==> config.mk <==
export PLATFORM = sky130hd
export DESIGN_NAME = smb_blk_slave
export DESIGN_NICKNAME = d
export VERILOG_FILES = /design/src/rtl/smb_blk_pkg.sv /design/src/rtl/smb_line_sync.sv /design/src/rtl/smb_regfile.sv /design/src/rtl/smb_blk_slave.sv
export SDC_FILE = /design/constraint.sdc
export NUM_CORES = 1
export LEC_CHECK = 0
export CAP_MARGIN = 20
export CORE_ASPECT_RATIO = 0.8
export CORE_MARGIN = 10
export CORE_UTILIZATION = 55
export CTS_CLUSTER_SIZE = 16
export DETAILED_ROUTE_END_ITERATION = 7
export PLACE_DENSITY = 0.9
export SKIP_LAST_GASP = 1
export SLEW_MARGIN = 20
export SYNTH_ARGS = -nofsm -noshare
export SYNTH_HDL_FRONTEND = slang
export SYNTH_SLANG_ARGS = --single-unit
export TNS_END_PERCENT = 10
==> constraint.sdc <==
create_clock -name clk -period 3.29 [get_ports clk]
set_input_delay 0.329 -clock clk [delete_from_list [all_inputs] [get_ports clk]]
set_output_delay 0.329 -clock clk [all_outputs]
set_load 0.05 [all_outputs]
==> src/rtl/smb_blk_pkg.sv <==
package smb_blk_pkg;

    // bit-level engine state
    typedef enum logic [2:0] {
        ST_IDLE,    // waiting for a start
        ST_RX,      // shifting in a byte from the host
        ST_RACK,    // slave-driven acknowledge slot
        ST_TX,      // shifting out a byte to the host
        ST_TACK,    // host-driven acknowledge slot
        ST_IGNORE   // off the bus until start or stop
    } smb_st_e;

    // meaning of the byte currently being received
    typedef enum logic [2:0] {
        RL_ADDR,
        RL_INDEX,
        RL_COUNT,
        RL_DATA,
        RL_READ
    } smb_role_e;

endpackage

==> src/rtl/smb_line_sync.sv <==
module smb_line_sync #(
    parameter int STAGES = 2
) (
    input  logic clk,
    input  logic rst_n,
    input  logic line_i,
    output logic lvl_o,
    output logic rise_o,
    output logic fall_o
);
    // STAGES synchronizer flops plus one history flop for edge detection
    logic [STAGES:0] sh_d, sh_q;

    always_comb begin
        sh_d = {sh_q[STAGES-1:0], line_i};
    end

    always_ff @(posedge clk or negedge rst_n) begin
        if (!rst_n) sh_q <= '1;   // idle bus is high
        else        sh_q <= sh_d;
    end

    assign lvl_o  = sh_q[STAGES-1];
    assign rise_o = sh_q[STAGES-1] & ~sh_q[STAGES];
    assign fall_o = ~sh_q[STAGES-1] & sh_q[STAGES];
endmodule

==> src/rtl/smb_regfile.sv <==
module smb_regfile #(
    parameter int NREG = 16,
    parameter int IDXW = 4
) (
    input  logic              clk,
    input  logic              rst_n,
    input  logic              we_i,
    input  logic [IDXW-1:0]   waddr_i,
    input  logic [7:0]        wdata_i,
    input  logic [IDXW-1:0]   raddr_i,
    output logic [7:0]        rdata_o,
    output logic [NREG*8-1:0] flat_o
);
    logic [7:0] mem_q [NREG];

    for (genvar g = 0; g < NREG; g++) begin : g_reg
        logic [7:0] cell_d;
        always_comb begin
            cell_d = mem_q[g];
            if (we_i && (waddr_i == IDXW'(g))) cell_d = wdata_i;
        end
        always_ff @(posedge clk or negedge rst_n) begin
            if (!rst_n) mem_q[g] <= '0;
            else        mem_q[g] <= cell_d;
        end
        assign flat_o[g*8 +: 8] = mem_q[g];
    end

    assign rdata_o = mem_q[raddr_i];
endmodule

==> src/rtl/smb_blk_slave.sv <==
module smb_blk_slave
    import smb_blk_pkg::*;
#(
    parameter logic [6:0] ADDR7       = 7'h6A,
    parameter int         NREG        = 16,
    parameter int         CNT_IDX     = 8,
    parameter int         SYNC_STAGES = 2
) (
    input  logic              clk,
    input  logic              rst_n,
    input  logic              scl_i,
    input  logic              sda_i,
    output logic              sda_oe_o,
    output logic [NREG*8-1:0] regs_o
);
    localparam int              IDXW    = $clog2(NREG);
    localparam logic [IDXW-1:0] CNT_SEL = IDXW'(CNT_IDX);
    localparam logic [IDXW-1:0] LAST    = IDXW'(NREG - 1);

    typedef struct packed {
        smb_st_e         st;
        smb_role_e       role;
        logic [3:0]      bitcnt;
        logic [7:0]      shreg;
        logic [7:0]      txreg;
        logic [IDXW-1:0] idx;
        logic [7:0]      remain;
        logic            ack_now;
        logic            sda_oe;
    } slv_s;

    slv_s s_d, s_q;

    // line conditioning, one identical chain per line
    logic [1:0] raw_w, lvl_w, rise_w, fall_w;
    assign raw_w = {sda_i, scl_i};

    for (genvar g = 0; g < 2; g++) begin : g_line
        smb_line_sync #(.STAGES(SYNC_STAGES)) i_sync (
            .clk   (clk),
            .rst_n (rst_n),
            .line_i(raw_w[g]),
            .lvl_o (lvl_w[g]),
            .rise_o(rise_w[g]),
            .fall_o(fall_w[g])
        );
    end

    logic scl_lvl, scl_rise, scl_fall, sda_lvl;
    logic start_evt, stop_evt;
    assign scl_lvl   = lvl_w[0];
    assign scl_rise  = rise_w[0];
    assign scl_fall  = fall_w[0];
    assign sda_lvl   = lvl_w[1];
    // SDA edge while SCL is steadily high marks a bus condition
    assign start_evt = fall_w[1] & scl_lvl & ~scl_rise;
    assign stop_evt  = rise_w[1] & scl_lvl & ~scl_rise;

    // register bank
    logic            wr_en;
    logic [IDXW-1:0] rd_addr;
    logic [7:0]      rd_data;

    smb_regfile #(.NREG(NREG), .IDXW(IDXW)) i_regs (
        .clk    (clk),
        .rst_n  (rst_n),
        .we_i   (wr_en),
        .waddr_i(s_q.idx),
        .wdata_i(s_q.shreg),
        .raddr_i(rd_addr),
        .rdata_o(rd_data),
        .flat_o (regs_o)
    );

    function automatic logic [IDXW-1:0] next_idx(input logic [IDXW-1:0] i);
        return (i == LAST) ? '0 : i + 1'b1;
    endfunction

    always_comb begin
        s_d     = s_q;
        wr_en   = 1'b0;
        rd_addr = (s_q.st == ST_RACK) ? CNT_SEL : s_q.idx;

        if (stop_evt) begin
            s_d.st     = ST_IDLE;
            s_d.sda_oe = 1'b0;
        end else if (start_evt) begin
            s_d.st     = ST_RX;
            s_d.role   = RL_ADDR;
            s_d.bitcnt = '0;
            s_d.sda_oe = 1'b0;
        end else begin
            unique case (s_q.st)
                ST_RX: begin
                    if (scl_rise) begin
                        s_d.shreg  = {s_q.shreg[6:0], sda_lvl};
                        s_d.bitcnt = s_q.bitcnt + 4'd1;
                    end else if (scl_fall && s_q.bitcnt == 4'd8) begin
                        s_d.bitcnt = '0;
                        s_d.st     = ST_RACK;
                        s_d.sda_oe = 1'b1;
                        unique case (s_q.role)
                            RL_ADDR: begin
                                if (s_q.shreg[7:1] == ADDR7)
                                    s_d.role = s_q.shreg[0] ? RL_READ : RL_INDEX;
                                else begin
                                    s_d.st     = ST_IGNORE;
                                    s_d.sda_oe = 1'b0;
                                end
                            end
                            RL_INDEX: begin
                                s_d.idx  = s_q.shreg[IDXW-1:0];
                                s_d.role = RL_COUNT;
                            end
                            RL_COUNT: begin
                                s_d.remain = s_q.shreg;
                                s_d.role   = RL_DATA;
                            end
                            RL_DATA: begin
                                if (s_q.remain != 8'd0) begin
                                    wr_en      = 1'b1;
                                    s_d.idx    = next_idx(s_q.idx);
                                    s_d.remain = s_q.remain - 8'd1;
                                end else begin
                                    s_d.st     = ST_IGNORE;
                                    s_d.sda_oe = 1'b0;
                                end
                            end
                            default: begin
                                s_d.st     = ST_IGNORE;
                                s_d.sda_oe = 1'b0;
                            end
                        endcase
                    end
                end
                ST_RACK: begin
                    if (scl_fall) begin
                        s_d.bitcnt = '0;
                        if (s_q.role == RL_READ) begin
                            s_d.txreg  = rd_data;        // count register first
                            s_d.sda_oe = ~rd_data[7];
                            s_d.st     = ST_TX;
                        end else begin
                            s_d.sda_oe = 1'b0;
                            s_d.st     = ST_RX;
                        end
                    end
                end
                ST_TX: begin
                    if (scl_rise) begin
                        s_d.bitcnt = s_q.bitcnt + 4'd1;
                    end else if (scl_fall) begin
                        if (s_q.bitcnt == 4'd8) begin
                            s_d.st      = ST_TACK;
                            s_d.sda_oe  = 1'b0;
                            s_d.bitcnt  = '0;
                            s_d.ack_now = 1'b0;
                        end else begin
                            s_d.txreg  = {s_q.txreg[6:0], 1'b0};
                            s_d.sda_oe = ~s_q.txreg[6];
                        end
                    end
                end
                ST_TACK: begin
                    if (scl_rise) begin
                        s_d.ack_now = ~sda_lvl;
                    end else if (scl_fall) begin
                        if (s_q.ack_now) begin
                            s_d.txreg  = rd_data;
                            s_d.sda_oe = ~rd_data[7];
                            s_d.idx    = next_idx(s_q.idx);
                            s_d.st     = ST_TX;
                        end else begin
                            s_d.st = ST_IGNORE;
                        end
                    end
                end
                default: ;   // ST_IDLE, ST_IGNORE wait for a bus condition
            endcase
        end
    end

    always_ff @(posedge clk or negedge rst_n) begin
        if (!rst_n) begin
            s_q <= '{st: ST_IDLE, role: RL_ADDR, default: '0};
        end else begin
            s_q <= s_d;
        end
    end

    smb_st_e cur_st;
    assign cur_st   = s_q.st;
    assign sda_oe_o = s_q.sda_oe;
endmodule

==> impl_metrics.toml <==
[floorplan]
initial_core_util_pct = 56.3
ios = 133
die_w_um = 162
core_mm2 = 0.0159
die_h_um = 134
die_area_mm2 = 0.0217
rows = 41

[finish]
syn_to_final_growth_pct = 24.1
post-route-util_pct = 69.9
antenna_cells = 0
drive_gt1_share_pct = 26.8
final_net_count = 877

[setup_path]
critPathTopFamily = "simple AND/OR/NAND/NOR gates"
cpPeakStageDelay_ps = 860
required_ps = 3650
crit_chain = "inv_1, ha_1, and2b_1, o2111ai_4, or4b_1, or3_1, o211ai_2"
critPathMaxFanout = 17
r2r_end = "s_q[2]"
slowest_stage = "or4b_1"
crit_buf_inv = 1
endpoint = "s_q[2]"
r2r_start = "g_line[0].i_sync.sh_q[2]"
cp-startpoint = "g_line[0].i_sync.sh_q[2]"
reg2reg_slack_ps = 430
crit_cells = 7
start_kind = "register"
worstSetupEndpointType = "register"
path_class = "register to register"
arrival_ps = 3220
r2r_cells = 7

[power]
switching_share_pct = 34.0
power.internal_uw = 3610
clockPowerShare_pct = 36.3
comb_power_share_pct = 19.6
cellPowerDensity_mw_per_mm2 = 494
power.leakage_uw = 0.00512
p_seq_share_pct = 44.1
p_switching_uw = 1860
peakVddDrop_v = 0.000383
total_power_uw = 5470

[sta]
rsz0062_at_grt = "false"
fin_crit_ps = 2860
fmax_mhz = 350
clock_skew_ps = 12.6
finalCritPeriodShare_pct = 86.9
finalHoldViolCount = 0
slew_headroom_pct = 43.2
worstMarginPinSlew_ps = 852
finalSetupViolCount = 0
slew_violations = 0
fin_setup_tns_ps = 0

[global_route]
antenna_found_initial = 0
grt_usage_pct = 25.4
grt_max_degree = 85
grt_first_pass_wirelength_mm = 43.1
grt_pass1_vias = 7330
overflow = 0

[run]
drv_cap = 0

[yosys]
synth_nets = 757
synthTopCellsByCount = "dfrtp_1, mux2_2, a21oi_1, clkbuf_1, nor2_1"
synth_edf_count = 0
synthCells = 743
synth_top_cell_area_share_pct = 46.8
synthDistinctLibCells = 75
synthFlopType = "dfrtp_1"
ys_seq_area_share_pct = 48.6
yosysMostFrequentCell = "dfrtp_1"
ys_seq_elements = 173
synth_warnings = 0
async_flop_share_pct = 100
yosys.area.top_type = "dfrtp_1"
synthTopCellsByArea = "dfrtp_1, mux2_2, mux2i_1, a21oi_1, nand2_4"
post_synth.cell_area_avg_um2 = 12.0
synthesis.area_mm2 = 0.00892

[place]
dp_hpwl_mm = 18.9
place.port_buffers = 132
gp_congestion = 0.935

[hold_path]
hp-class = "primary input to register"
hold_start = "sda_i"

[clocking]
cts_sinks = 173
clock_path_buffers = 2
root_buffer = "clkbuf_16"
clkTransAtPathRegs_ps = 70
h-tree-depth = 4
cts_tree = "built"
clock_latency_ps = 450
cts_buffers = 17

[drt]
via_per_inst = 6.48
num_vias = 7072
wl_met1_mm = 11.1
wl_met3_mm = 2.75
dr_wl_met2_mm = 12.9
dr.first_iter.drc_count = 790
wl_mm = 27.8
postRouteAntennaNets = 0
drc = 0
drt_pass1_iterations = 6
top_layer_used = "met4"
wl_per_cell_um = 25.4

[outcome]
outcome = "finished, final reports clean"
metrics by stage:
stage	cells	hold slack [ps]	cell area (µm²)	worst slack, ps
floorplan	743	33.4	8920	747
global placement	1058	347	10500	545
detailed placement	1058	347	10500	469
CTS	1091	288	11100	461
global route	1091	297	11100	300
finish	1091	293	11100	432
worst min path at each step:
stage / end / slack (ps) / cells after the start
after detailed placement: g_line[1].i_sync.sh_q[1] / 350 / 0
after floorplan: cur_st[0] / 30 / 0
after global placement: g_line[1].i_sync.sh_q[1] / 350 / 0
final: g_line[1].i_sync.sh_q[0] / 290 / 1
after global routing: g_line[1].i_sync.sh_q[0] / 300 / 1
after CTS: g_line[1].i_sync.sh_q[0] / 290 / 1
logic make-up after synthesis:
group / synth area share, %
multiplexers: 22.8
flip-flops: 48.6
AND/OR/NAND/NOR: 12.1
AO/OA/AOI/OAI: 11.7
buffers and inverters: 3.17
adder cells (fa/ha/maj): 1.40
XOR/XNOR: 0.196
layer usage:
layer | up-vias | track usage, %
met3 | 71 | 7.65
met2 | 433 | 39.3
li1 | 3019 | -
met5 | - | 0
met4 | 0 | 11.0
met1 | 3549 | 32.4
power by group through the flow:
stage               Clock, µW  Combinational, µW  Sequential [µW]
floorplan                   0                758             2340
global placement            0               1010             2440
detailed placement          0               1040             2450
CTS                      1990               1050             2410
global route             2080               1150             2430
finish                   1990               1070             2410
timing repair:
action,4_1_cts,5_1_grt
endpoints found under the hold margin,75,0
setup buffers,0,0
hold buffers,1,0
resized for setup,0,0
flip-flops by register name, summed over array words and instances, names as in the netlist:
register and cells:
i_regs.flat_o 128, cur_st 3, sda_oe_o 1, g_line.i_sync.sh_q 6, s_q 35
cell type report:
type / count / area (µm²)
Timing Repair Buffer: 156 / 1520
Multi-Input combinational cell: 499 / 4310
Fill cell: 1024 / 4780
Clock inverter: 15 / 158
Sequential cell: 173 / 4340
Clock buffer: 17 / 425
Tap cell: 215 / 269
Inverter: 16 / 60.1
worst reg2reg max path: stages, from the launching register on:
cell	delay, ps
dfstp_2	530
inv_1	40
ha_1	200
and2b_1	340
o2111ai_4	310
or4b_1	860
or3_1	430
o211ai_2	80
placed cells by master (no fill, tap or decap), drive strengths merged, types with 4 or more instances in the layout:
cell,n
o32ai,7
nor2b,8
buf,24
nor3,11
inv,19
clkinvlp,4
nor4,13
mux2,141
o211ai,5
nand2,38
a22oi,10
o22a,4
a31oi,7
a21oi,41
ha,10
clkbuf,17
and2,5
a211o,7
o21ai,19
mux4,7
nor2,32
nor3b,4
nand3,8
or3,4
clkinv,8
a221o,7
dfstp,6
and3,15
dfrtp,167
nand3b,8
a211oi,12
clkdlybuf4s50,131
mux2i,29
No activity file was read; power rests on OpenSTA's default activity.
